[config.mk]
export PLATFORM = sky130hd
export DESIGN_NAME = evcnt_bank
export DESIGN_NICKNAME = d
export VERILOG_FILES = /design/src/rtl/evcnt_bank.sv
export SDC_FILE = /design/constraint.sdc
export NUM_CORES = 1
export LEC_CHECK = 0
export ABC_AREA = 1
export BUFFER_PORTS_ARGS = -buffer_cell sky130_fd_sc_hd__clkbuf_2
export CORE_UTILIZATION = 48
export DETAILED_ROUTE_END_ITERATION = 10
export PLACE_DENSITY = 0.69
export REMOVE_ABC_BUFFERS = 1
export SLEW_MARGIN = 30
export SYNTH_ARGS = -nofsm -noshare
export SYNTH_HDL_FRONTEND = slang
export SYNTH_SLANG_ARGS = --single-unit
[constraint.sdc]
create_clock -name clk -period 5.95 [get_ports clk]
set_clock_uncertainty 0.05 [all_clocks]
set_input_delay 0.8925 -clock clk [delete_from_list [all_inputs] [get_ports clk]]
set_output_delay 0.8925 -clock clk [all_outputs]
set_load 0.01 [all_outputs]
[src/rtl/evcnt_bank.sv]
module evcnt_bank #(
  parameter int N_CNT = 2,
  parameter int ADDR_W = 16,
  parameter logic [15:0] BASE_ADDR = 16'h115E,
  parameter logic [15:0] HOLD_ADDR = 16'h116C
) (
  input  logic              clk,
  input  logic              rst_n,
  input  logic [N_CNT-1:0]  ev_i,
  input  logic              mode_cell_i,
  input  logic              mode_plcp_i,
  input  logic              rd_i,
  input  logic              wr_i,
  input  logic [ADDR_W-1:0] addr_i,
  input  logic [7:0]        wdata_i,
  output logic [7:0]        rdata_o
);
  localparam int CW = 16;
  localparam logic [CW-1:0] CMAX = '1;

  logic rd_q;
  logic rd_go;
  logic fe_gate;
  logic [CW-1:0] cnt [N_CNT];
  logic [N_CNT-1:0] hit_hi, hit_lo, clr;
  logic [7:0] hold;
  logic [7:0] rd_byte, keep_byte;
  logic hit_hold;

  wire unused_wr = wr_i ^ (^wdata_i);

  assign rd_go    = rd_i & ~rd_q;
  assign fe_gate  = mode_cell_i & mode_plcp_i;
  assign hit_hold = (addr_i == ADDR_W'(HOLD_ADDR));

  always_ff @(posedge clk) begin
    if (!rst_n) rd_q <= 1'b0;
    else        rd_q <= rd_i;
  end

  for (genvar i = 0; i < N_CNT; i++) begin : g_cnt
    localparam logic [ADDR_W-1:0] A_HI = ADDR_W'(BASE_ADDR + 16'(2 * i));
    localparam logic [ADDR_W-1:0] A_LO = ADDR_W'(BASE_ADDR + 16'(2 * i + 1));
    logic en, inc;

    assign hit_hi[i] = (addr_i == A_HI);
    assign hit_lo[i] = (addr_i == A_LO);
    assign clr[i]    = rd_go & (hit_hi[i] | hit_lo[i]);
    assign en        = (i == 0) ? fe_gate : 1'b1;
    assign inc       = en & ev_i[i];

    always_ff @(posedge clk) begin
      if (!rst_n || !en)               cnt[i] <= '0;
      else if (clr[i])                 cnt[i] <= {{(CW-1){1'b0}}, inc};
      else if (inc && cnt[i] != CMAX)  cnt[i] <= cnt[i] + 1'b1;
    end

    AST_SATURATE: assert property (@(posedge clk) disable iff (!rst_n)
      (en && cnt[i] == CMAX && !clr[i]) |=> cnt[i] == CMAX);
    AST_CLEAR_ALL: assert property (@(posedge clk) disable iff (!rst_n)
      clr[i] |=> cnt[i] <= 16'd1);
    if (i == 0) begin : g_gate
      AST_FE_GATED: assert property (@(posedge clk) disable iff (!rst_n)
        !fe_gate |=> cnt[i] == '0);
    end
  end

  always_comb begin
    rd_byte   = 8'h00;
    keep_byte = 8'h00;
    if (hit_hold) rd_byte = hold;
    for (int i = 0; i < N_CNT; i++) begin
      if (hit_hi[i]) begin
        rd_byte   = cnt[i][15:8];
        keep_byte = cnt[i][7:0];
      end
      if (hit_lo[i]) begin
        rd_byte   = cnt[i][7:0];
        keep_byte = cnt[i][15:8];
      end
    end
  end

  always_ff @(posedge clk) begin
    if (!rst_n) begin
      rdata_o <= 8'h00;
      hold    <= 8'h00;
    end else if (rd_go) begin
      rdata_o <= rd_byte;
      if (|clr) hold <= keep_byte;
    end
  end

  AST_HOLD_KEPT: assert property (@(posedge clk) disable iff (!rst_n)
    !(|clr) |=> $stable(hold));
  AST_ONE_SHOT: assert property (@(posedge clk) disable iff (!rst_n)
    (rd_i && rd_q) |=> $stable(rdata_o));
  AST_QUIET_BUS: assert property (@(posedge clk) disable iff (!rst_n)
    !rd_go |=> $stable(rdata_o));
endmodule

Yosys cells after proc, flatten, opt, wreduce, memory -nomap -nowiden
Memory sizes are Yosys's and may differ from the RTL's. Cells that the tools add are included.

Bits in registers: 17. RAM bits: 32. Input port bits: 32. Output and inout bits: 8. Logic and storage cells: 62. Memories kept: 1.

Memory list: cnt (words 2, bits a word 16, read ports 2, clocked after Yosys merged registers in 0, wr ports 2, line 24) `logic [CW-1:0] cnt [N_CNT];`.

$add $sub $neg: 2. Eq/ne operators: 7. Muxes and demuxes: 30. Bitwise gates (word level): 12. Reduce and logical (&&, ||, !) cells: 7.

Operators with widths (number): $eq 16x13->1 const B (5); $mux 8 (9); $mux 16 (4); $add 16x1->16 const B (2); $ne 16x16->1 const B (2); $mux 1 (17); $or 1x1->1 (6); $and 1x1->1 (5); $logic_and 1x1->1 (2); $logic_not 1->1 (2); $reduce_and 2->1 (1); $reduce_or 2->1 (1); $logic_or 1x1->1 (1); $not 1->1 (1).

Depth between registers and ports, before layout
Gate-level depths: netlist (run 1).

Depth in word-level cells: 8. Depth in mapped cells: 12. Gate-level depth less buffers: 11.

Worst setup path before layout (run 1)
Ideal clock, no wire load.

Path kind: input port to flip-flop. From: in addr_i[15]. To: mem cnt[0][0], enable pin. Library setup time: 0.416 ns. Arrival time: 2.264 ns. Required time: 5.484 ns. Slack: 3.220 ns. Stages on the path: 10. Buffers on the path: 2. Path through: nor2_1 nand2_1 nor2_4 buf_6 nand2_2 o21ai_2 nand2_2 nand3_2 buf_4 nand3_1.

RTL lines: start: declaration (line 14) `input logic [ADDR_W-1:0] addr_i,`; end: declaration (line 24).

==> qor.txt, run 1 <==
Core ar. = 6790 µm²
Critical path endpoint category = flip-flop
Post-cts gate resize count = 0
Fin nets = 542
Critical Path RT = 5.74 ns
P&R area growth vs syn = 8.65%
H-tree depth = 2
Max-slew headroom = 40.8%
# diodes = 0
Highest Clock Rate = 287 MHz
Post-CTS setup buffers = 0
CP bufs+invs = 1
WHS Endpoint = hold[6]$_SDFFE_PN0P_
Register area share after synthesis = 38.5%
Post-DP HPWL = 6170 µm
DR vias/cell = 5.26
I/O Pins = 40
WL/cell = 13.4 µm
Largest net degree at the start of global routing = 39
Most frequent CP cell = nand2_2
Synthesis Warnings = 0
Die Height = 86.0 µm
Post-synth EDFFs = 32
Clk pin slew, worst setup/hold paths = 0.09 ns
Chip width = 86.0 µm
Num rows = 30
Critical-path cell list = clkbuf_2 -> nor2_1 -> nand2_1 -> nor2_4 -> nand2_2 -> o21ai_2 -> nand2_2 -> nand3_2 -> nand3_1
Final cell count without fillers = 605
Hold-fix buffer count after cts = 0
Leakage = 1.53 nW
Max-cap violations = 0
TNS Setup = 0 ns
Pre-antenna DRT Iters = 5
CP Launch Type = input pin
Min-delay src = hold[6]$_SDFFE_PN0P_
Reg-to-reg startpoint = cnt[0][0]$_DFFE_PP_
Status = completed
Slew @ Worst Pin = 0.887 ns
Largest cells by area after synthesis = edfxtp_1, nand2_1, dfxtp_1, nand3_1, nor2_1
Reg2Reg Setup Slack = 3.31 ns
Yosys cell types = 30
DRT antenna net count = 0
Synthesized cell area = 3380 µm²
Setup violations, final = 0
CTS tree = done
Final count of hold timing violations = 0
Total track usage = 23.8%
Skew-Pair Late Insertion Delay = 0.31 ns
Slew Viols, Final = 0
Share of cells above drive strength 1 = 13.0%
Max clock buf depth = 2
IR drop worst, VDD = 0.110 mV
Primary FF master, synth = edfxtp_1
Commonest cells in the netlist = nand2_1, nor2_1, inv_1, nand3_1, edfxtp_1
#FFs+latches synth = 49
R2R cell count = 8
Share of flip-flops with an asynchronous set or reset = 0%
DRT iter0 DRCs = 351
Hold path depth = 2
Reg-to-reg endpoint = cnt[0][15]$_SDFFCE_PN0P_
Final GP Congestion = 0.885
Fin crit share = 58.6%
Crit path largest cell delay = 0.65 ns
Hold WC Path Type = flip-flop to flip-flop
Port-buffer cells = 30
Most frequent cell after synthesis = nand2_1
Util after Layout = 54.1%
Die area = 7390 µm²
# DRC = 0
Mapped Avg Cell Area = 7.02 µm²
Initial core utilization = 49.8%
Critical path fanouts, max = 38
RSZ-0062 raised after global routing = no
Routed WL = 8130 µm
Worst path slowest cell = nand3_1
CTS root buf = clkbuf_8
Area leader, netlist = edfxtp_1
FILL cells = 666
Clk sinks = 49
Initial antenna violation count = 0
CP delay by family, top = simple AND/OR/NAND/NOR gates
P per Cell Area = 181 nW/µm²
Routed vias = 3181
Critical path origin = addr_i[15]
Final min period = 3.49 ns
Global-route wire length before repair = 13900 µm
Vias in the first global route = 2893
Number of buffers created by CTS = 5
Mapped Cells = 482
WS Path Type = input pin to flip-flop
Placed Instances = 597
WP data arrival = 3.27 ns
Gr ovfl total = 0
Top cell type's share of synthesized area = 28.4%
[stage by stage]
stage	worst slack (ns)	instance area [µm²]	total power, mW	hold WS (ns)
floorplan	2.81	3310	0.436	0.415
global placement	2.19	3590	0.465	0.422
detailed placement	2.12	3590	0.466	0.432
CTS	2.45	3680	0.671	0.447
global route	2.12	3680	0.692	0.464
finish	2.46	3680	0.665	0.441
[per-layer routing]
| metal | track usage, % | wire [µm] |
|---|---|---|
| met5 | 0 | 0 |
| met4 | 6.97 | 174 |
| met3 | 3.18 | 441 |
| met2 | 36.9 | 3600 |
| met1 | 34.7 | 3910 |
[power breakdown]
part	leakage (nW)	switching, mW	total [mW]	internal [mW]
clock network	0.0455	0.111	0.206	0.0951
logic	0.989	0.0394	0.0609	0.0215
registers	0.496	0.0206	0.399	0.378
[flip-flops by register name, indices dropped and copies added (netlist names)]
name     flops
hold         8
rdata_o      8
cnt         32
rd_q         1
[worst register-to-register path, delay by kind of cell, from the launching register on]
family / cells / cell delay [ns]
buf+inv: 1 / 0.05
simple gates: 5 / 1.26
compound gates: 1 / 0.17
fa+ha+maj: 1 / 0.26
flops: 1 / 0.49
[how the worst max path moves through the flow]
stage                                     endpoint  slack, ns  depth (start not counted)
after floorplan                cnt[0][0]$_DFFE_PP_       2.81                          8
after global placement    cnt[0][13]$_SDFFCE_PN0P_       2.19                          9
after detailed placement  cnt[0][10]$_SDFFCE_PN0P_       2.12                          9
after CTS                 cnt[0][13]$_SDFFCE_PN0P_       2.45                          9
after global routing       cnt[0][9]$_SDFFCE_PN0P_       2.12                          9
final                     cnt[0][15]$_SDFFCE_PN0P_       2.46                          9
[cell usage in the layout (no fill, tap or decap), types with 5 or more instances in the layout]
master,count
clkbuf_8,6
nor3_1,10
edfxtp_1,32
nand4_1,23
dfxtp_1,17
nor2_1,65
or2_2,8
xor2_1,14
a21oi_1,25
nand2_2,5
nand2_1,115
o21ai_0,18
inv_1,63
clkbuf_2,30
nand3_1,50
[cells by family after synthesis]
| logic type | after synthesis | synth area share (%) |
|---|---|---|
| and+or+nand+nor | 293 | 40.5 |
| buffers and inverters | 78 | 9.54 |
| DFF | 49 | 38.5 |
| AOI/OAI and AO/OA | 44 | 6.62 |
| xor gates and xnor gates | 16 | 4.14 |
| adders and majority gates | 2 | 0.740 |
[layout make-up]
cell class / instances / area (µm²) / area share [%]
flip-flops and latches: 49 / 1300 / 35.4
repair buffers: 31 / 158 / 4.29
clock buffers: 8 / 90.1 / 2.45
multi-input cells: 355 / 1760 / 47.9
well taps: 96 / 120 / 3.27
inverters: 66 / 248 / 6.74
Power figures use the tool's default switching activity.
==> run 2, diff against run 1 <==
--- a/config.mk
+++ b/config.mk
@@ -9,7 +9,7 @@
 export BUFFER_PORTS_ARGS = -buffer_cell sky130_fd_sc_hd__clkbuf_2
 export CORE_UTILIZATION = 48
 export DETAILED_ROUTE_END_ITERATION = 10
-export PLACE_DENSITY = 0.69
+export PLACE_DENSITY = 0.71
 export REMOVE_ABC_BUFFERS = 1
 export SLEW_MARGIN = 30
 export SYNTH_ARGS = -nofsm -noshare
==> constraint.sdc (replaced) <==
create_clock -name clk -period 2.8 [get_ports clk]
set_clock_uncertainty 0.05 [all_clocks]
set_input_delay 0.42 -clock clk [delete_from_list [all_inputs] [get_ports clk]]
set_output_delay 0.42 -clock clk [all_outputs]
set_load 0.01 [all_outputs]
==> qor.txt, run 2 (synthesis gave the netlist of run 1 again) <==
Global-route wire length before repair = 13900 µm
Total track usage = 24.0%
Fin nets = 547
# DRC = 0
Chip width = 86.0 µm
Post-cts gate resize count = 0
Clk sinks = 49
Final GP Congestion = 0.892
Routed WL = 8310 µm
R2R cell count = 9
FF/Latch Area = 1300 µm²
Num rows = 30
Hold WC Path Type = input pin to flip-flop
Multi-input logic area = 1760 µm²
Fin Hold WS = 0.251 ns
H-tree depth = 2
Final min period = 2.18 ns
Total power draw = 1.40 mW
P&R area growth vs syn = 9.65%
Clk pin slew, worst setup/hold paths = 0.09 ns
DRT iter0 DRCs = 328
I/O Pins = 40
Initial antenna violation count = 0
Share of cells above drive strength 1 = 14.0%
Largest register FFs = 32
Skew-Pair Late Insertion Delay = 0.31 ns
TNS Setup = 0 ns
Critical Path RT = 2.76 ns
Fin crit share = 77.7%
RSZ-0062 raised after global routing = no
Final count of hold timing violations = 0
FILL cells = 663
CTS root buf = clkbuf_8
DRT antenna net count = 0
Slew Viols, Final = 0
Post-CTS setup buffers = 0
Number of buffers created by CTS = 5
DP Worst Slack = 0.403 ns
Slew @ Worst Pin = 0.638 ns
Highest Clock Rate = 460 MHz
Largest registers = cnt: 32 flops, hold: 8 flops, rdata_o: 8 flops
CP Launch Type = flip-flop
GR peak layer = met2
Setup violations, final = 0
Die area = 7390 µm²
WL/cell = 13.6 µm
Routed vias = 3219
Largest net degree at the start of global routing = 38
Core ar. = 6790 µm²
Reg-to-reg endpoint = cnt[0][14]$_SDFFCE_PN0P_
Critical path endpoint category = flip-flop
IR drop worst, VDD = 0.233 mV
WP data arrival = 2.13 ns
WHS Endpoint = rd_q$_SDFF_PN0_
Hold-fix buffer count after cts = 0
Min-delay src = rd_i
Max clock buf depth = 2
Vias in the first global route = 2883
Critical path fanouts, max = 11
Initial core utilization = 49.8%
Met1 Track Usage GR = 34.6%
Max-slew headroom = 57.2%
Status = completed
P per Cell Area = 377 nW/µm²
Die Height = 86.0 µm
Reg-to-reg startpoint = cnt[0][0]$_DFFE_PP_
Reg2Reg Setup Slack = 0.62 ns
Met3 usage = 3.66%
Hold path depth = 3
Commonest non-fill, non-tap cell in the layout = nand2_1
DR vias/cell = 5.28
Largest Register = cnt
CTS tree = done
Leakage = 1.55 nW
WS Path Type = flip-flop to flip-flop
Pre-antenna DRT Iters = 5
GRT met2 Usage = 35.1%
Gr ovfl total = 0
Commonest cells after routing, fill and taps aside = nand2_1, nor2_1, inv_1
Final worst slack = 0.625 ns
Max-cap violations = 0
# diodes = 0
Port-buffer cells = 30
Post-DP HPWL = 6320 µm
==> run 2: changes by cell type in the layout (fill, tap and decap cells not counted), sizes merged <==
cell	previous run	this run
buf	1	6
clkbuf	38	35
clkinv	0	3
==> run 2: layer usage <==
layer  vias up  share of wire, %  routed length [µm]
met3        25               6.3                 527
met5         -                 0                   0
met1      1456                47                3910
met4         0               3.6                 296
met2       111                43                3570
li1       1627                 -                   -
==> run 2: where the power goes <==
part | switching (mW) | total (mW) | internal (mW)
registers | 0.0438 | 0.847 | 0.803
logic | 0.0844 | 0.132 | 0.0478
clock network | 0.248 | 0.421 | 0.173
==> run 2: final cells by class <==
class / instances / area share, %
Sequential cell: 49 / 35.1
Multi-Input combinational cell: 355 / 47.4
Clock buffer: 5 / 1.85
Timing Repair Buffer: 36 / 5.26
Tap cell: 96 / 3.24
Clock inverter: 3 / 0.472
Inverter: 66 / 6.68
==> run 2: critical path, cell delays in order (launching register included) <==
cell,delay [ns]
edfxtp_1,0.50
ha_1,0.27
nand2_1,0.10
nor2_2,0.06
nand2_1,0.11
inv_1,0.05
a21oi_1,0.17
nand3_2,0.09
nand3_1,0.22
buf_4,0.26
==> run 2: how the worst max path moves through the flow <==
stage,from,end
floorplan,addr_i[15],cnt[0][0]$_DFFE_PP_
global placement,addr_i[6],cnt[0][10]$_SDFFCE_PN0P_
detailed placement,addr_i[6],cnt[0][14]$_SDFFCE_PN0P_
CTS,cnt[0][0]$_DFFE_PP_,cnt[0][14]$_SDFFCE_PN0P_
global route,cnt[1][0]$_SDFFCE_PN0P_,cnt[1][9]$_SDFFCE_PN0P_
finish,cnt[0][0]$_DFFE_PP_,cnt[0][14]$_SDFFCE_PN0P_
==> run 2: through the flow <==
stage | area (µm²) | instances | util (%)
2_1_floorplan | 3310 | 470 | -
3_3_place_gp | 3620 | 602 | 53.3
3_5_place_dp | 3620 | 602 | 53.3
4_1_cts | 3710 | 610 | 54.6
5_1_grt | 3710 | 610 | 54.6
6_report | 3710 | 610 | 54.6
==> run 3, diff against run 2 <==
==> constraint.sdc (replaced) <==
create_clock -name clk -period 2 [get_ports clk]
set_clock_uncertainty 0.05 [all_clocks]
set_input_delay 0.3 -clock clk [delete_from_list [all_inputs] [get_ports clk]]
set_output_delay 0.3 -clock clk [all_outputs]
set_load 0.01 [all_outputs]
==> qor.txt, run 3 (synthesis gave the netlist of run 1 again) <==
Status = completed
Chip width = 86.0 µm
Final count of hold timing violations = 0
I/O Pins = 40
P&R area growth vs syn = 15.8%
WP data arrival = 1.88 ns
Largest registers = cnt: 32 flops, hold: 8 flops, rdata_o: 8 flops
Largest register FFs = 32
Core ar. = 6790 µm²
Total track usage = 25.2%
Gr ovfl total = 0
Die Height = 86.0 µm
Post-DP HPWL = 6550 µm
RSZ-0062 raised after global routing = no
Highest Clock Rate = 542 MHz
Max-slew headroom = 76.4%
DRT antenna net count = 0
Initial core utilization = 49.8%
Port-buffer cells = 30
Initial antenna violation count = 0
Setup violations, final = 0
WL/cell = 13.6 µm
Largest net degree at the start of global routing = 25
Critical Path RT = 2.04 ns
# diodes = 0
Slew Viols, Final = 0
Critical path endpoint category = flip-flop
Commonest non-fill, non-tap cell in the layout = nand2_1
Total power draw = 2.01 mW
Die area = 7390 µm²
DRT iter0 DRCs = 301
Vias in the first global route = 3115
Global-route wire length before repair = 14600 µm
Hold WC Path Type = input pin to flip-flop
Routed vias = 3314
WS Path Type = flip-flop to flip-flop
CTS tree = done
P per Cell Area = 513 nW/µm²
IR drop worst, VDD = 0.253 mV
Clk pin slew, worst setup/hold paths = 0.10 ns
CTS root buf = clkbuf_8
DP Worst Slack = 0.0835 ns
Fin nets = 570
DR vias/cell = 5.24
Critical path fanouts, max = 16
Fin crit share = 92.3%
CP Launch Type = flip-flop
Clk sinks = 49
FF/Latch Area = 1300 µm²
Multi-input logic area = 1770 µm²
Share of cells above drive strength 1 = 18.1%
H-tree depth = 2
Final worst slack = 0.154 ns
Routed WL = 8610 µm
FILL cells = 645
Leakage = 1.69 nW
Final GP Congestion = 0.922
Final min period = 1.85 ns
Fin Hold WS = 0.125 ns
Slew @ Worst Pin = 0.353 ns
Max-cap violations = 0
Post-CTS setup buffers = 0
Max clock buf depth = 2
Commonest cells after routing, fill and taps aside = nand2_1, nor2_1, inv_1
# DRC = 0
Num rows = 30
Number of buffers created by CTS = 5
Largest Register = cnt
Pre-antenna DRT Iters = 6
Skew-Pair Late Insertion Delay = 0.31 ns
-- run 3: cell count changes in the layout (fill, tap and decap cells not counted), sizes merged --
cell    change
buf        +23
inv         +2
clkinv      -2
-- run 3: final timing paths --
check,slack [ns],cells after the start,endpoint,from
setup / recovery,0.15,9,cnt[1][3]$_SDFFCE_PN0P_,cnt[1][0]$_SDFFCE_PN0P_
hold / removal,0.13,3,rd_q$_SDFF_PN0_,rd_i
setup reg to reg,0.15,9,cnt[1][3]$_SDFFCE_PN0P_,cnt[1][0]$_SDFFCE_PN0P_
hold reg to reg,0.44,2,hold[7]$_SDFFE_PN0P_,hold[7]$_SDFFE_PN0P_
-- run 3: timing repair --
action	CTS	global route
hold buffers	0	0
resized for setup	0	2
setup endpoints to repair	0	16
endpoints found under the hold margin	0	0
-- run 3: per-layer routing --
| layer | vias to the layer above | track usage [%] | share of wire, % |
|---|---|---|---|
| met5 | - | 0 | 0 |
| met4 | 0 | 7.27 | 1.7 |
| met3 | 15 | 4.62 | 6.5 |
| met2 | 121 | 40.0 | 45 |
| met1 | 1504 | 35.1 | 46 |
| li1 | 1674 | - | - |
-- run 3: area by class of cell --
class	count	area share (%)
Multi-Input combinational cell	355	45.1
Sequential cell	49	33.2
Timing Repair Buffer	59	10.0
Inverter	66	6.32
Tap cell	96	3.07
Clock buffer	5	1.76
Clock inverter	3	0.511
-- run 3: critical path: stages (launching register included) --
cell      delay (ns)
edfxtp_1        0.37
ha_1            0.18
nand2_1         0.09
inv_1           0.08
nand3_1         0.10
nor2_2          0.15
nand3_1         0.10
nand2_1         0.12
nand3_1         0.17
buf_12          0.20
-- run 3: power breakdown --
group | switching [mW] | internal, mW
combinational | 0.136 | 0.0901
clock | 0.364 | 0.250
sequential | 0.0472 | 1.12
-- run 3: through the flow --
stage	setup TNS (ns)	util (%)	std cells	cell area, µm²
after floorplan	-12.34	-	470	3310
after global placement	0	56.2	625	3820
after detailed placement	0	56.2	625	3820
after CTS	0	57.6	633	3910
after global routing	0	57.7	633	3920
final	0	57.7	633	3920
